### src/rtl/lock_pkg.sv
package lock_pkg;

    localparam int POS_W     = 6;
    localparam int STEP_CNT  = 3;
    localparam int STATE_W   = 2;

    typedef enum logic [STATE_W-1:0] {
        ST_IDLE = 2'b00,
        ST_GOT1 = 2'b01,
        ST_GOT2 = 2'b10,
        ST_OPEN = 2'b11
    } lock_state_t;

    typedef struct packed {
        logic             dir;
        logic [POS_W-1:0] pos;
    } dial_op_t;

endpackage

### src/rtl/lock_step_match.sv
module lock_step_match
    import lock_pkg::*;
#(
    parameter int          DIAL_MAX = 39,
    parameter logic        WANT_DIR = 1'b1,
    parameter logic [POS_W-1:0] WANT_POS = 6'd13
) (
    input  dial_op_t op,
    output logic     hit
);
    logic in_range;

    always_comb begin
        in_range = (int'(op.pos) <= DIAL_MAX);
        hit      = in_range && (op.dir == WANT_DIR) && (op.pos == WANT_POS);
    end

endmodule

### src/rtl/lock_fsm_core.sv
module lock_fsm_core
    import lock_pkg::*;
(
    input  logic                clk,
    input  logic                rst,
    input  logic                op_valid,
    input  logic                relock,
    input  logic [STEP_CNT-1:0] step_hit,
    output lock_state_t         state
);
    lock_state_t state_nx;

    always_ff @(posedge clk) begin
        if (rst) begin
            state <= ST_IDLE;
        end else begin
            state <= state_nx;
        end
    end

    always_comb begin
        state_nx = state;
        if (relock) begin
            state_nx = ST_IDLE;
        end else if (op_valid) begin
            unique case (state)
                ST_IDLE: state_nx = step_hit[0] ? ST_GOT1 : ST_IDLE;
                ST_GOT1: begin
                    if (step_hit[1])      state_nx = ST_GOT2;
                    else if (step_hit[0]) state_nx = ST_GOT1;
                    else                  state_nx = ST_IDLE;
                end
                ST_GOT2: begin
                    if (step_hit[2])      state_nx = ST_OPEN;
                    else if (step_hit[0]) state_nx = ST_GOT1;
                    else                  state_nx = ST_IDLE;
                end
                ST_OPEN: state_nx = ST_OPEN;
                default: state_nx = ST_IDLE;
            endcase
        end
    end

endmodule

### src/rtl/lock_out_dec.sv
module lock_out_dec
    import lock_pkg::*;
(
    input  lock_state_t        state,
    output logic               unlocked,
    output logic [STATE_W-1:0] lock_state
);
    always_comb begin
        lock_state = state;
        unique case (state)
            ST_IDLE: unlocked = 1'b0;
            ST_GOT1: unlocked = 1'b0;
            ST_GOT2: unlocked = 1'b0;
            ST_OPEN: unlocked = 1'b1;
            default: unlocked = 1'b0;
        endcase
    end

endmodule

### src/rtl/seq_lock_ctrl.sv
module seq_lock_ctrl
    import lock_pkg::*;
#(
    parameter int                        DIAL_MAX  = 39,
    parameter logic [STEP_CNT-1:0]       STEP_DIRS = 3'b101,
    parameter logic [STEP_CNT*POS_W-1:0] STEP_POSS = {6'd3, 6'd22, 6'd13}
) (
    input  logic               clk,
    input  logic               rst,
    input  logic               op_valid,
    input  logic               op_dir,
    input  logic [POS_W-1:0]   op_pos,
    input  logic               relock,
    output logic               unlocked,
    output logic [STATE_W-1:0] lock_state
);
    dial_op_t            cur_op;
    logic [STEP_CNT-1:0] step_hit;
    lock_state_t         state;

    assign cur_op.dir = op_dir;
    assign cur_op.pos = op_pos;

    for (genvar g = 0; g < STEP_CNT; g++) begin : g_step
        lock_step_match #(
            .DIAL_MAX (DIAL_MAX),
            .WANT_DIR (STEP_DIRS[g]),
            .WANT_POS (STEP_POSS[g*POS_W +: POS_W])
        ) u_match (
            .op  (cur_op),
            .hit (step_hit[g])
        );
    end

    lock_fsm_core u_fsm (
        .clk      (clk),
        .rst      (rst),
        .op_valid (op_valid),
        .relock   (relock),
        .step_hit (step_hit),
        .state    (state)
    );

    lock_out_dec u_out (
        .state      (state),
        .unlocked   (unlocked),
        .lock_state (lock_state)
    );

endmodule

### config.mk
export PLATFORM = sky130hd
export DESIGN_NAME = seq_lock_ctrl
export DESIGN_NICKNAME = d
export VERILOG_FILES = /design/src/rtl/lock_pkg.sv /design/src/rtl/lock_step_match.sv /design/src/rtl/lock_fsm_core.sv /design/src/rtl/lock_out_dec.sv /design/src/rtl/seq_lock_ctrl.sv
export SDC_FILE = /design/constraint.sdc
export NUM_CORES = 1
export LEC_CHECK = 0
export BUFFER_PORTS_ARGS = -buffer_cell sky130_fd_sc_hd__buf_2
export CAP_MARGIN = 5
export CORE_AREA = 2 2 39 41
export CTS_CLUSTER_DIAMETER = 80
export DETAILED_ROUTE_END_ITERATION = 16
export DIE_AREA = 0 0 41 43
export PLACE_DENSITY = 0.38
export SLEW_MARGIN = 15
export SYNTH_ARGS = -nofsm -noshare
export SYNTH_HDL_FRONTEND = slang
export SYNTH_HIERARCHICAL = 1
export SYNTH_SLANG_ARGS = --single-unit
### constraint.sdc
create_clock -name clk -period 2.45 [get_ports clk]
set_input_delay 0.3675 -clock clk [delete_from_list [all_inputs] [get_ports clk]]
set_output_delay 0.3675 -clock clk [all_outputs]
set_load 0.02 [all_outputs]
== After elaboration in Yosys (flattened, before gate mapping) ==
Cells that the tools add are included.

* Word-level logic and storage cells: 22
* Flip-flop bits (word level): 2
* Output and inout bits: 3

* Reductions and logical operators: 8
* Order comparisons: 1
* Equality and inequality tests: 6
* Multiplexer cells: 5
* Bitwise logic cells: 1

{| class="wikitable"
|+ Operators with widths
! operator !! count
|-
| $pmux W2 S4 || 1
|-
| $eq A6 B2 Y1 const B || 1
|-
| $eq A6 B4 Y1 const B || 1
|-
| $eq A6 B5 Y1 const B || 1
|-
| $le A6 B6 Y1 const B || 1
|-
| $logic_and A1 B1 Y1 || 5
|-
| $eq A2 B2 Y1 const B || 2
|-
| $mux W2 || 2
|-
| $reduce_or A3 Y1 || 1
|-
| $eq A2 B1 Y1 const B || 1
|-
| $logic_not A2 Y1 || 1
|-
| $pmux W1 S2 || 1
|-
| $reduce_or A2 Y1 || 1
|-
| $mux W1 || 1
|-
| $not A1 Y1 || 1
|}

== Longest topological paths before layout ==
* Depth in word-level cells: 6
* Mapped depth: 5

== Cells and area by module ==
Netlist, hierarchy kept.

{| class="wikitable"
|+ Modules (own cells, without submodules)
! module !! instances !! area each (um^2) !! cells an instance
|-
| lock_fsm_core || 1 || 105.1 || 13
|-
| lock_step_match at g_step[0].u_match || 1 || 25.0 || 3
|-
| lock_step_match at g_step[1].u_match || 1 || 23.8 || 3
|-
| lock_out_dec || 1 || 21.3 || 3
|-
| lock_step_match at g_step[2].u_match || 1 || 21.3 || 2
|}

== Worst setup path after synthesis ==
No wires, ideal clock.

* Kind: input to register
* Start: in op_pos[5]
* End: reg u_fsm.state[0]
* Data required time: 2.327 ns
* Data arrival time: 1.332 ns
* Path slack: 0.995 ns
* Cell stages on the path: 5
* Path through: or4b_1 nor3_2 nand2_1 a21oi_2 nor3_2

* Elaborated cells between the ends (all ways): 13
* Classes of those cells: order compare: 1; eq/ne: 3; mux: 4; reduce/logical: 5

{| class="wikitable"
|+ RTL lines
! item !! RTL line !! text
|-
| from (decl) || seq_lock_ctrl.sv:12 || <nowiki>input logic [POS_W-1:0] op_pos,</nowiki>
|-
| $le A6 B6 Y1 || lock_step_match.sv:14 || <nowiki>in_range = (int'(op.pos) <= DIAL_MAX);</nowiki>
|-
| $logic_and A1 B1 Y1 || lock_step_match.sv:15 || <nowiki>hit = in_range && (op.dir == WANT_DIR) && (op.pos == WANT_POS);</nowiki>
|-
| $logic_and A1 B1 Y1 * || lock_step_match.sv:15 ||
|-
| via step_hit[1] || seq_lock_ctrl.sv:18 || <nowiki>logic [STEP_CNT-1:0] step_hit;</nowiki>
|-
| $mux W2 * || lock_fsm_core.sv:29 || <nowiki>if (step_hit[1]) state_nx = ST_GOT2;</nowiki>
|-
| $pmux W2 S4 * || lock_fsm_core.sv:26 || <nowiki>unique case (state)</nowiki>
|-
| to (signal assigned) || lock_fsm_core.sv:17 || <nowiki>state <= state_nx;</nowiki>
|-
| to (decl) || lock_fsm_core.sv:9 || <nowiki>output lock_state_t state</nowiki>
|}

Mark *: on every way through the listed nets, which the timed path passes. The rest lies on a longest branch.
A chain may end at the register's enable or synchronous reset.

== Worst setup path in the final report ==
Same ends and word-level chain as after synthesis.

==> flow_metrics.py <==
metrics = {
    "grt": {
        "grt_pass1_vias": 204,
        "grt_max_degree": 8,
        "grt_pass1_wl_um": 779,
        "grtUsageTotal": 0.0651,
        "antenna_found_initial": 0,
        "grt_overflow": 0,
    },
    "pwr": {
        "power_frac_clock": 0.586,
        "netSwitchingFraction": 0.223,
        "peakVddDrop_v": 0.000111,
        "power_density_nw_per_um2": 429,
        "p_sw_w": 0.0000276,
        "pwr-share-seq": 0.266,
        "cellLeakagePower_nw": 0.113,
        "pwr-share-comb": 0.148,
        "intPower_w": 0.0000962,
    },
    "timing": {
        "final_max_slew_viol_count": 0,
        "rsz0062_at_grt": "no",
        "max-slew-margin-rel": 0.799,
        "tightest_slew_ns": 0.299,
        "fin_skew_ns": 0.00348,
        "setup_tns_ns": 0,
        "hold_viol": 0,
        "timing.fmax_mhz": 727,
        "setup_viol": 0,
        "post-route-min-period_ns": 1.37,
        "min_period_over_period": 0.561,
        "hold_ws_ns": 0.424,
    },
    "worst_setup_path": {
        "critPathMaxFanout": 3,
        "rrSetupSlack_ns": 1.62,
        "worst_r2r_path_depth": 3,
        "worstSetupPathType": "in2reg",
        "cp_common_cell": "nor3_2",
        "end_kind": "flop",
        "slowest_delay_ns": 0.52,
        "crit_required_ns": 2.55,
        "crit_slowest_cell": "or4b_1",
        "cp.arrival_ns": 1.48,
        "critPathLaunchType": "input port",
        "crit_path_cell_trace": "buf_2, or4b_1, nor3_2, nand2_1, a21oi_2, nor3_2",
        "reg2reg_to": "u_fsm/state[0]",
        "reg2reg_from": "u_fsm/state[0]",
    },
    "finish": {
        "finalInstanceArea_sq_um": 289,
        "final_cell_mix": "13 x buf_2, 3 x clkbuf_4, 3 x nand2_1, 3 x nor3_2",
        "fin_util": 0.209,
        "layout.cells.most_common": "buf_2",
        "fill_cells": 165,
        "reg.largest.list": "u_fsm/state (2)",
        "ff_latch_area_sq_um": 40.0,
        "top_register": "u_fsm/state",
        "antenna_cells": 0,
        "largest_reg_flops": 2,
        "multiInputGateArea_sq_um": 141,
        "area_growth_syn_to_layout_pct": 47.1,
        "drive_gt1_frac": 0.553,
        "num-nets-final": 51,
    },
    "yosys": {
        "syn_inst": 24,
        "yosys_register_bits": 2,
        "yosysSeqAreaShare": 0.204,
        "synth_area_leader_cell": "dfxtp_1",
        "synth_area_leaders": "dfxtp_1 20%, nor3_2 15%, buf_4 7.6%",
        "avgSynthCellArea_sq_um": 8.18,
        "synth_top_area_frac": 0.204,
        "syn_area_sq_um": 196,
        "yosysWarnings": 6,
        "syn_nets": 35,
        "yosys.cell_types.count": 17,
    },
    "routing": {
        "via_per_inst": 4.22,
        "wire_per_inst_um": 8.67,
        "ant_nets": 0,
        "via_count": 228,
        "drt-total-wl_um": 468,
        "drcViolationCount": 0,
        "dr.pass1.iters": 4,
        "drt_iter0_drc": 5,
    },
    "die": {
        "chipHeight_um": 43,
        "start_util": 0.142,
        "chipWidth_um": 41,
        "io_pins": 14,
        "num_rows": 14,
        "core_sq_um": 1380,
        "die_area_sq_um": 1760,
    },
    "hold_path": {
        "holdPathEnd": "u_fsm/state[1]",
        "min_from": "rst",
        "worstHoldPathType": "in2reg",
        "whs_path_depth": 4,
    },
    "placement": {
        "io_buffers": 13,
        "dpl_cell_area_sq_um": 267,
        "place_congestion": 0.596,
        "hpwlAfterDp_um": 368,
    },
    "cts": {
        "ctsHoldBuffers": 0,
        "ctsResizeCount": 0,
        "tritoncts": "done",
        "cts_setup_buffers": 0,
        "cts.clk_slew.worst_paths_ns": 0.03,
        "cts_root_buf": "clkbuf_4",
        "htreeDepth": 1,
        "cts.sinks": 2,
        "cts_max_path_buffers": 2,
        "numCtsBuffers": 3,
        "worstSkewPairLatency_ns": 0.23,
    },
    "job": {
        "maxCapViolations": 0,
    },
    "status": {
        "status": "finished, final reports clean",
    },
}
## cells in the mapped netlist (all sizes together)
library cell  n
buf           2
a21oi         2
nor3          5
nand4b        1
nor3b         1
nor4          1
dfxtp         2
nand4bb       1
nand2         3
o21ai         2
or4b          1
and2          1
nor2          1
nand2b        1
## how the worst max path moves through the flow
stage | endpoint | from | cells past startpoint
finish | u_fsm/state[0] | op_pos[5] | 6
detailed placement | u_fsm/state[0] | op_pos[5] | 6
global route | u_fsm/state[0] | op_pos[5] | 6
global placement | u_fsm/state[0] | op_pos[5] | 6
floorplan | u_fsm/state[0] | op_pos[5] | 5
CTS | u_fsm/state[0] | op_pos[5] | 6
## cell families (layout without fill, tap and decap cells)
kind of cell           count (synthesis)  in the layout  synth area share
AOI/OAI and AO/OA                      4              4             0.121
DFF                                    2              2             0.204
buffers and inverters                  2             16            0.0764
and+or+nand+nor                       16             16             0.599
## metal layers
metal,wire length [um],part of all wire,vias to the layer above,GRT usage
met5,0,0,-,0
met4,17,0.036,0,0.0600
met3,63,0.13,2,0
met2,172,0.37,15,0.0938
met1,216,0.46,94,0.0828
li1,-,-,117,-
## layout make-up
type / instances / share of cell area
Timing Repair Buffer: 13 / 0.225
Sequential cell: 2 / 0.139
Clock buffer: 3 / 0.0779
Tap cell: 16 / 0.0693
Multi-Input combinational cell: 20 / 0.489
## stage by stage
stage	std cells	total power, W	worst slack (ns)
finish	54	0.000124	1.08
global route	54	0.000133	0.933
CTS	54	0.000127	1.07
detailed placement	51	0.0000517	0.835
global placement	51	0.0000519	0.841
floorplan	24	0.0000398	0.995
## power by group through the flow
stage	clock network, W	registers [W]	logic [W]
4_1_cts	0.0000755	0.0000329	0.0000185
6_report	0.0000726	0.0000329	0.0000183
5_1_grt	0.0000793	0.0000328	0.0000205
2_1_floorplan	0	0.0000333	0.00000652
3_5_place_dp	0	0.0000333	0.0000184
3_3_place_gp	0	0.0000333	0.0000186
## critical path: cells and delay by family
| kind | cells | cell delay [ns] |
|---|---|---|
| AOI/OAI and AO/OA | 1 | 0.16 |
| buffers and inverters | 1 | 0.11 |
| and+or+nand+nor | 4 | 0.84 |
Note: power is estimated with default switching activity, not from simulation.
